`config.mk`:
```
export PLATFORM = sky130hd
export DESIGN_NAME = dmem_addr_gen
export DESIGN_NICKNAME = d
export VERILOG_FILES = /design/src/rtl/dmag_pkg.sv /design/src/rtl/dmag_ptr_file.sv /design/src/rtl/dmag_addr_calc.sv /design/src/rtl/dmag_out_reg.sv /design/src/rtl/dmem_addr_gen.sv
export SDC_FILE = /design/constraint.sdc
export NUM_CORES = 1
export LEC_CHECK = 0
export BUFFER_PORTS_ARGS = -buffer_cell sky130_fd_sc_hd__buf_2
export CAP_MARGIN = 20
export CORE_UTILIZATION = 58
export DETAILED_ROUTE_END_ITERATION = 8
export PLACE_DENSITY = 0.82
export SLEW_MARGIN = 10
export SYNTH_ARGS = -nofsm -noshare
export SYNTH_HDL_FRONTEND = slang
export SYNTH_SLANG_ARGS = --single-unit
```
`constraint.sdc`:
```
create_clock -name clk -period 7.4 [get_ports clk]
set_input_delay 1.48 -clock clk [delete_from_list [all_inputs] [get_ports clk]]
set_output_delay 1.48 -clock clk [all_outputs]
set_load 0.01 [all_outputs]
```
`src/rtl/dmag_pkg.sv`:
```
// Shared encodings for the data memory address generator.
// Assumes: mode and class codes are fixed and are seen by the bench and by downstream logic.
package dmag_pkg;
    typedef enum logic [2:0] {
        AM_NONE     = 3'd0,
        AM_BANKED   = 3'd1,
        AM_ACCESS   = 3'd2,
        AM_INDEXED  = 3'd3,
        AM_INDIRECT = 3'd4
    } addr_mode_e;

    typedef enum logic [1:0] {
        IC_FILE     = 2'd0,
        IC_INDIRECT = 2'd1,
        IC_INHERENT = 2'd2,
        IC_LITERAL  = 2'd3
    } instr_cls_e;
endpackage

```
`src/rtl/dmag_ptr_file.sv`:
```
// Pointer register file: NUM_PTR pointers of ADDR_W bits, written one at a time.
// Assumes: an index at or above NUM_PTR is a no-op; reads see the value held before the edge.
module dmag_ptr_file #(
    parameter int ADDR_W  = 12,
    parameter int NUM_PTR = 3,
    parameter int IDX_W   = 2
) (
    input  logic                            clk,
    input  logic                            rst_n,
    input  logic                            we,
    input  logic [IDX_W-1:0]                idx,
    input  logic [ADDR_W-1:0]               wdata,
    output logic [NUM_PTR-1:0][ADDR_W-1:0]  ptr_q
);
    localparam int IDX_SPAN = 1 << IDX_W;

    for (genvar i = 0; i < NUM_PTR; i++) begin : g_ptr
        // Load pointer i when the strobe names it; clear on reset.
        always_ff @(posedge clk) begin
            if (!rst_n)
                ptr_q[i] <= '0;
            else if (we && idx == IDX_W'(i))
                ptr_q[i] <= wdata;
        end

        // a strobe naming this pointer loads the write data
        a_r9_ptr_load: assert property (@(posedge clk) disable iff (!rst_n)
            (we && idx == IDX_W'(i)) |=> ptr_q[i] == $past(wdata));
    end

    if (NUM_PTR < IDX_SPAN) begin : g_bad_idx
        // a write to an unused index leaves every pointer unchanged
        a_r9_bad_index: assert property (@(posedge clk) disable iff (!rst_n)
            (we && 32'(idx) >= NUM_PTR) |=> $stable(ptr_q));
    end
endmodule

```
`src/rtl/dmag_addr_calc.sv`:
```
// Combinational address former: picks banked, access, indexed, indirect or no address.
// Assumes: pointer IDX_PTR is the base for the indexed form; offsets up to OFS_LIMIT are indexed.
module dmag_addr_calc
    import dmag_pkg::*;
#(
    parameter int         ADDR_W    = 12,
    parameter int         OPND_W    = 8,
    parameter int         NUM_PTR   = 3,
    parameter int         IDX_W     = 2,
    parameter int         IDX_PTR   = 2,
    parameter logic [7:0] OFS_LIMIT = 8'h5F
) (
    input  logic [1:0]                      cls,
    input  logic [OPND_W-1:0]               opnd,
    input  logic                            use_bank,
    input  logic [ADDR_W-OPND_W-1:0]        bank,
    input  logic                            ext_en,
    input  logic [NUM_PTR-1:0][ADDR_W-1:0]  ptr_q,
    output logic [ADDR_W-1:0]               addr_d,
    output addr_mode_e                      mode_d
);
    localparam int PAGE_W = ADDR_W - OPND_W;
    localparam logic [PAGE_W-1:0] HI_PAGE = {PAGE_W{1'b1}};
    localparam logic [PAGE_W-1:0] LO_PAGE = '0;

    logic             low_ofs;
    logic [IDX_W-1:0] ind_idx;

    // Classify the operand against the offset limit and pick the indirect index.
    always_comb begin
        low_ofs = (opnd <= OPND_W'(OFS_LIMIT));
        ind_idx = opnd[IDX_W-1:0];
    end

    // Form the address and mode for this instruction class.
    always_comb begin
        addr_d = '0;
        mode_d = AM_NONE;
        unique case (instr_cls_e'(cls))
            IC_FILE: begin
                if (use_bank) begin
                    addr_d = {bank, opnd};
                    mode_d = AM_BANKED;
                end else if (ext_en && low_ofs) begin
                    addr_d = ptr_q[IDX_PTR] + ADDR_W'(opnd);
                    mode_d = AM_INDEXED;
                end else begin
                    addr_d = {(low_ofs ? LO_PAGE : HI_PAGE), opnd};
                    mode_d = AM_ACCESS;
                end
            end
            IC_INDIRECT: begin
                if (32'(ind_idx) < NUM_PTR) begin
                    addr_d = ptr_q[ind_idx];
                    mode_d = AM_INDIRECT;
                end
            end
            default: begin
                addr_d = '0;
                mode_d = AM_NONE;
            end
        endcase
    end
endmodule

```
`src/rtl/dmag_out_reg.sv`:
```
// Output stage: registers the formed address and mode for one-cycle latency.
// Assumes: reset returns the outputs to address zero with no mode.
module dmag_out_reg
    import dmag_pkg::*;
#(
    parameter int ADDR_W = 12
) (
    input  logic              clk,
    input  logic              rst_n,
    input  logic [ADDR_W-1:0] addr_d,
    input  addr_mode_e        mode_d,
    output logic [ADDR_W-1:0] addr_q,
    output addr_mode_e        mode_q
);
    // Capture the address and mode each cycle; clear on reset.
    always_ff @(posedge clk) begin
        if (!rst_n) begin
            addr_q <= '0;
            mode_q <= AM_NONE;
        end else begin
            addr_q <= addr_d;
            mode_q <= mode_d;
        end
    end

    // reset leaves address zero with no mode
    a_r1_reset_out: assert property (@(posedge clk)
        !rst_n |=> (addr_q == '0 && mode_q == AM_NONE));
endmodule

```
`src/rtl/dmem_addr_gen.sv`:
```
// Top: data memory address generator with banked, access, indexed and indirect forms.
// Assumes: inputs are steady around the rising edge; outputs lag the inputs by one cycle.
module dmem_addr_gen
    import dmag_pkg::*;
#(
    parameter int ADDR_W  = 12,
    parameter int OPND_W  = 8,
    parameter int NUM_PTR = 3,
    parameter int IDX_W   = 2
) (
    input  logic                       clk,
    input  logic                       rst_n,
    input  logic [1:0]                 instr_cls,
    input  logic [OPND_W-1:0]          file_op,
    input  logic                       use_bank,
    input  logic [ADDR_W-OPND_W-1:0]   bank_sel,
    input  logic                       ext_en,
    input  logic                       ptr_we,
    input  logic [IDX_W-1:0]           ptr_idx,
    input  logic [ADDR_W-1:0]          ptr_wdata,
    output logic [ADDR_W-1:0]          eff_addr,
    output logic [2:0]                 addr_mode
);
    localparam int IDX_PTR = 2;
    localparam int PAGE_W  = ADDR_W - OPND_W;

    logic [NUM_PTR-1:0][ADDR_W-1:0] ptr_q;
    logic [ADDR_W-1:0]              addr_d;
    logic [ADDR_W-1:0]              addr_q;
    addr_mode_e                     mode_d;
    addr_mode_e                     mode_q;

    dmag_ptr_file #(.ADDR_W(ADDR_W), .NUM_PTR(NUM_PTR), .IDX_W(IDX_W)) u_ptrs (
        .clk(clk), .rst_n(rst_n), .we(ptr_we), .idx(ptr_idx),
        .wdata(ptr_wdata), .ptr_q(ptr_q)
    );

    dmag_addr_calc #(.ADDR_W(ADDR_W), .OPND_W(OPND_W), .NUM_PTR(NUM_PTR),
                     .IDX_W(IDX_W), .IDX_PTR(IDX_PTR)) u_calc (
        .cls(instr_cls), .opnd(file_op), .use_bank(use_bank), .bank(bank_sel),
        .ext_en(ext_en), .ptr_q(ptr_q), .addr_d(addr_d), .mode_d(mode_d)
    );

    dmag_out_reg #(.ADDR_W(ADDR_W)) u_out (
        .clk(clk), .rst_n(rst_n), .addr_d(addr_d), .mode_d(mode_d),
        .addr_q(addr_q), .mode_q(mode_q)
    );

    // Drive the ports from the output stage.
    always_comb begin
        eff_addr  = addr_q;
        addr_mode = mode_q;
    end

    // the bank bit wins over the extended mode
    a_r2_banked: assert property (@(posedge clk) disable iff (!rst_n)
        (instr_cls == IC_FILE && use_bank) |=>
        (eff_addr == {$past(bank_sel), $past(file_op)} && addr_mode == AM_BANKED));

    // high access operands stay on the top page in either mode
    a_r4_high_page: assert property (@(posedge clk) disable iff (!rst_n)
        (instr_cls == IC_FILE && !use_bank && file_op >= OPND_W'(8'h60)) |=>
        (eff_addr[ADDR_W-1 -: PAGE_W] == {PAGE_W{1'b1}} && addr_mode == AM_ACCESS));

    // indexed form adds pointer 2 and wraps in the address space
    a_r5_indexed: assert property (@(posedge clk) disable iff (!rst_n)
        (instr_cls == IC_FILE && !use_bank && ext_en && file_op <= OPND_W'(8'h5F)) |=>
        (eff_addr == ADDR_W'($past(ptr_q[IDX_PTR]) + ADDR_W'($past(file_op)))
         && addr_mode == AM_INDEXED));

    // inherent and literal classes carry no address
    a_r8_no_addr: assert property (@(posedge clk) disable iff (!rst_n)
        (instr_cls == IC_INHERENT || instr_cls == IC_LITERAL) |=>
        (eff_addr == '0 && addr_mode == AM_NONE));
endmodule

```
==> reports/metrics.yaml <==
setup_path:
  crit_start: "file_op[0]"
  critPathKind: "primary input to register"
  cp_max_fo: 16
  crit_path_end_kind: "register"
  start_kind: "primary input"
  r2r_start: "u_ptrs.ptr_q[24]"
  max_stage_delay_ps: 400
  cp.arrival_ps: 3820
  r2r_slack_ps: 5000
  crit_slowest_cell: "fa_1"
  crit_required_ps: 7600
  worstPathCellList: "buf_2 > ha_1 > inv_1 > fa_1 > or2b_2 > a21oi_1 > o2111ai_2 > xnor2_1 > o311a_1"
clocking:
  clock_latency_ps: 300
  root_buffer: "clkbuf_8"
  holdBufCountCts: 0
  cts_max_level: 2
  numCtsBuffers: 5
  cts_setup_buffers: 0
  cts_buffer_depth: 2
  path_clk_slew_ps: 90
  ctsResizeCount: 0
  cts_tree: "built"
  cts_sinks: 51
synth:
  syn-num-nets: 353
  synth.distinct_cells: 47
  synthTopCellsByArea: "dfxtp_1 38%, mux2i_1 13%, nand2_1 6.9%"
  ys_ff_latch: 51
  synth_cells: 310
  yosysSeqAreaShare_pct: 37.55
  ys.flop_type: "dfxtp_1"
  yosys_warnings: 0
  synth-edff-count: 0
  syn_area_mm2: 0.002719
  ys_async_sr_fraction_pct: 0
  avgSynthCellArea_um2: 8.771
  synth_top_cell_area_share_pct: 37.55
  synth_top_cell_by_area: "dfxtp_1"
floorplan:
  die_h_um: 70.47
  core.rowCount: 24
  fp.dieW_um: 70.47
  ioPinCount: 48
  dieArea_mm2: 0.004965
  initial_utilization_pct: 61.18
  core_area_mm2: 0.004444
final_layout:
  drive_above_1_share_pct: 18.75
  fillCellCount: 386
  final_common_cell: "dfxtp_1"
  area_delta_synth_final_pct: 12.75
  layout_common_cells: "51 x dfxtp_1, 50 x nand2_1, 47 x buf_2"
  fin_nets: 394
  design_area_mm2: 0.003065
  antennaDiodeCount: 0
worst_hold_path:
  min-delay-start: "u_ptrs.ptr_q[15]"
  hold_path_class: "register to register"
sta:
  fin_worst_skew_ps: 3.188
  setup_viol: 0
  worstMarginPinSlew_ps: 840.2
  max_freq_mhz: 276.4
  rsz0062_at_grt: "false"
  period_needed_ps: 3618
  tns_ps: 0
  final_hold_viol_count: 0
  drv_slew: 0
  layout_worst_path_cycle_share_pct: 48.89
  maxSlewHeadroom_pct: 43.78
routing:
  avgViaCountPerCell: 5.631
  wire_per_inst_um: 14.36
  firstDrtPassIters: 6
  wirelength_um: 5800
  num_vias: 2275
  first_iter_violations: 98
  drc: 8
  antenna_left: 0
power:
  p_leak_nw: 1.341
  power.density_mw_per_mm2: 173.3
  vdd_drop_max_uv: 110.9
placed_design:
  gp_congestion: 0.9152
  portBuffers: 47
  hpwlAfterDp_um: 4307
  dpl_cell_area_mm2: 0.002974
status:
  violations: "DRC"
  status: "complete, but fails checks"
global_route:
  grt-ovfl-total: 0
  grt_use_total_pct: 24.86
  antenna_found_initial: 0
  grt_pass1_wl_um: 9708
  grt_max_degree: 49
  grt_pass1_vias: 2099
flow_run:
  maxCapViolCount: 0
## final timing paths
path,end,cells past startpoint
worst max register to register,u_out.addr_q[10],8
worst min-delay path,u_ptrs.ptr_q[15],2
worst min register to register,u_ptrs.ptr_q[15],2
worst max-delay path,u_out.addr_q[10],9
## Yosys cell counts, types with 2 or more instances
library cell and n:
a211o_1 2, a211oi_1 2, a21boi_0 13, a21o_1 2, a21oi_1 18, a32oi_1 3, and2_1 2, and3_1 2
buf_2 4, clkbuf_1 10, dfxtp_1 51, ha_1 9, inv_1 9, mux2_2 2, mux2i_1 35, nand2_1 50
nand3_1 2, nand3b_1 2, nor2_1 13, nor2b_1 26, nor3_1 3, nor3b_1 2, o211ai_1 5, o21a_1 3
o21ai_0 8, o21bai_1 2, o311a_1 2, o31a_1 2, or2_2 3, xnor2_1 3, xor2_1 4
## per-layer routing
layer	vias to the layer above	share of wire [%]	track usage (%)
met5	-	0	0
met4	0	0.88	8.390
met3	4	3.7	5.195
met2	40	47	40.78
met1	1057	49	32.40
li1	1174	-	-
## layout make-up
class / count / area (µm²) / area share [%]
Clock inverter: 3 / 22.52 / 0.7347
Tap cell: 52 / 65.06 / 2.122
Sequential cell: 51 / 1021 / 33.31
Inverter: 9 / 33.78 / 1.102
Timing Repair Buffer: 48 / 242.7 / 7.918
Multi-Input combinational cell: 236 / 1612 / 52.57
Clock buffer: 5 / 68.82 / 2.245
## cell families (layout without fill, tap and decap cells)
group | count (synthesis) | count (layout) | synth area share [%]
AND/OR/NAND/NOR | 111 | 111 | 20.06
XOR/XNOR | 7 | 7 | 2.255
flip-flops | 51 | 51 | 37.55
adder cells (fa/ha/maj) | 10 | 10 | 4.878
multiplexers | 37 | 37 | 13.71
buffers and inverters | 23 | 65 | 3.359
AO/OA/AOI/OAI | 71 | 71 | 18.18
## where the power goes
part / internal, mW / switching [mW]
Combinational: 0.0346 / 0.0441
Sequential: 0.284 / 0.00538
Clock: 0.0685 / 0.0949
## state kept, by name, summed over array words and instances (netlist names)
signal and flops:
u_ptrs.ptr_q 36, u_out.mode_q 3, u_out.addr_q 12
## stage by stage
step	utilization (%)	instances	setup WS (ps)	hold WS (ps)	power, mW
floorplan	-	310	3993	440.0	0.3464
global placement	66.92	396	3553	451.2	0.3718
detailed placement	66.92	396	3491	458.5	0.3736
CTS	68.98	404	3818	471.8	0.5366
global route	68.98	404	3665	498.8	0.5606
finish	68.98	404	3782	468.8	0.5314
## critical path, delay by kind of cell
| kind | cells | cell delay, ps |
|---|---|---|
| AOI/OAI and AO/OA | 3 | 780 |
| adders and majority gates | 2 | 660 |
| and+or+nand+nor | 1 | 320 |
| buffers and inverters | 2 | 420 |
| xor gates and xnor gates | 1 | 150 |
Note: power is estimated with default switching activity, not from simulation.
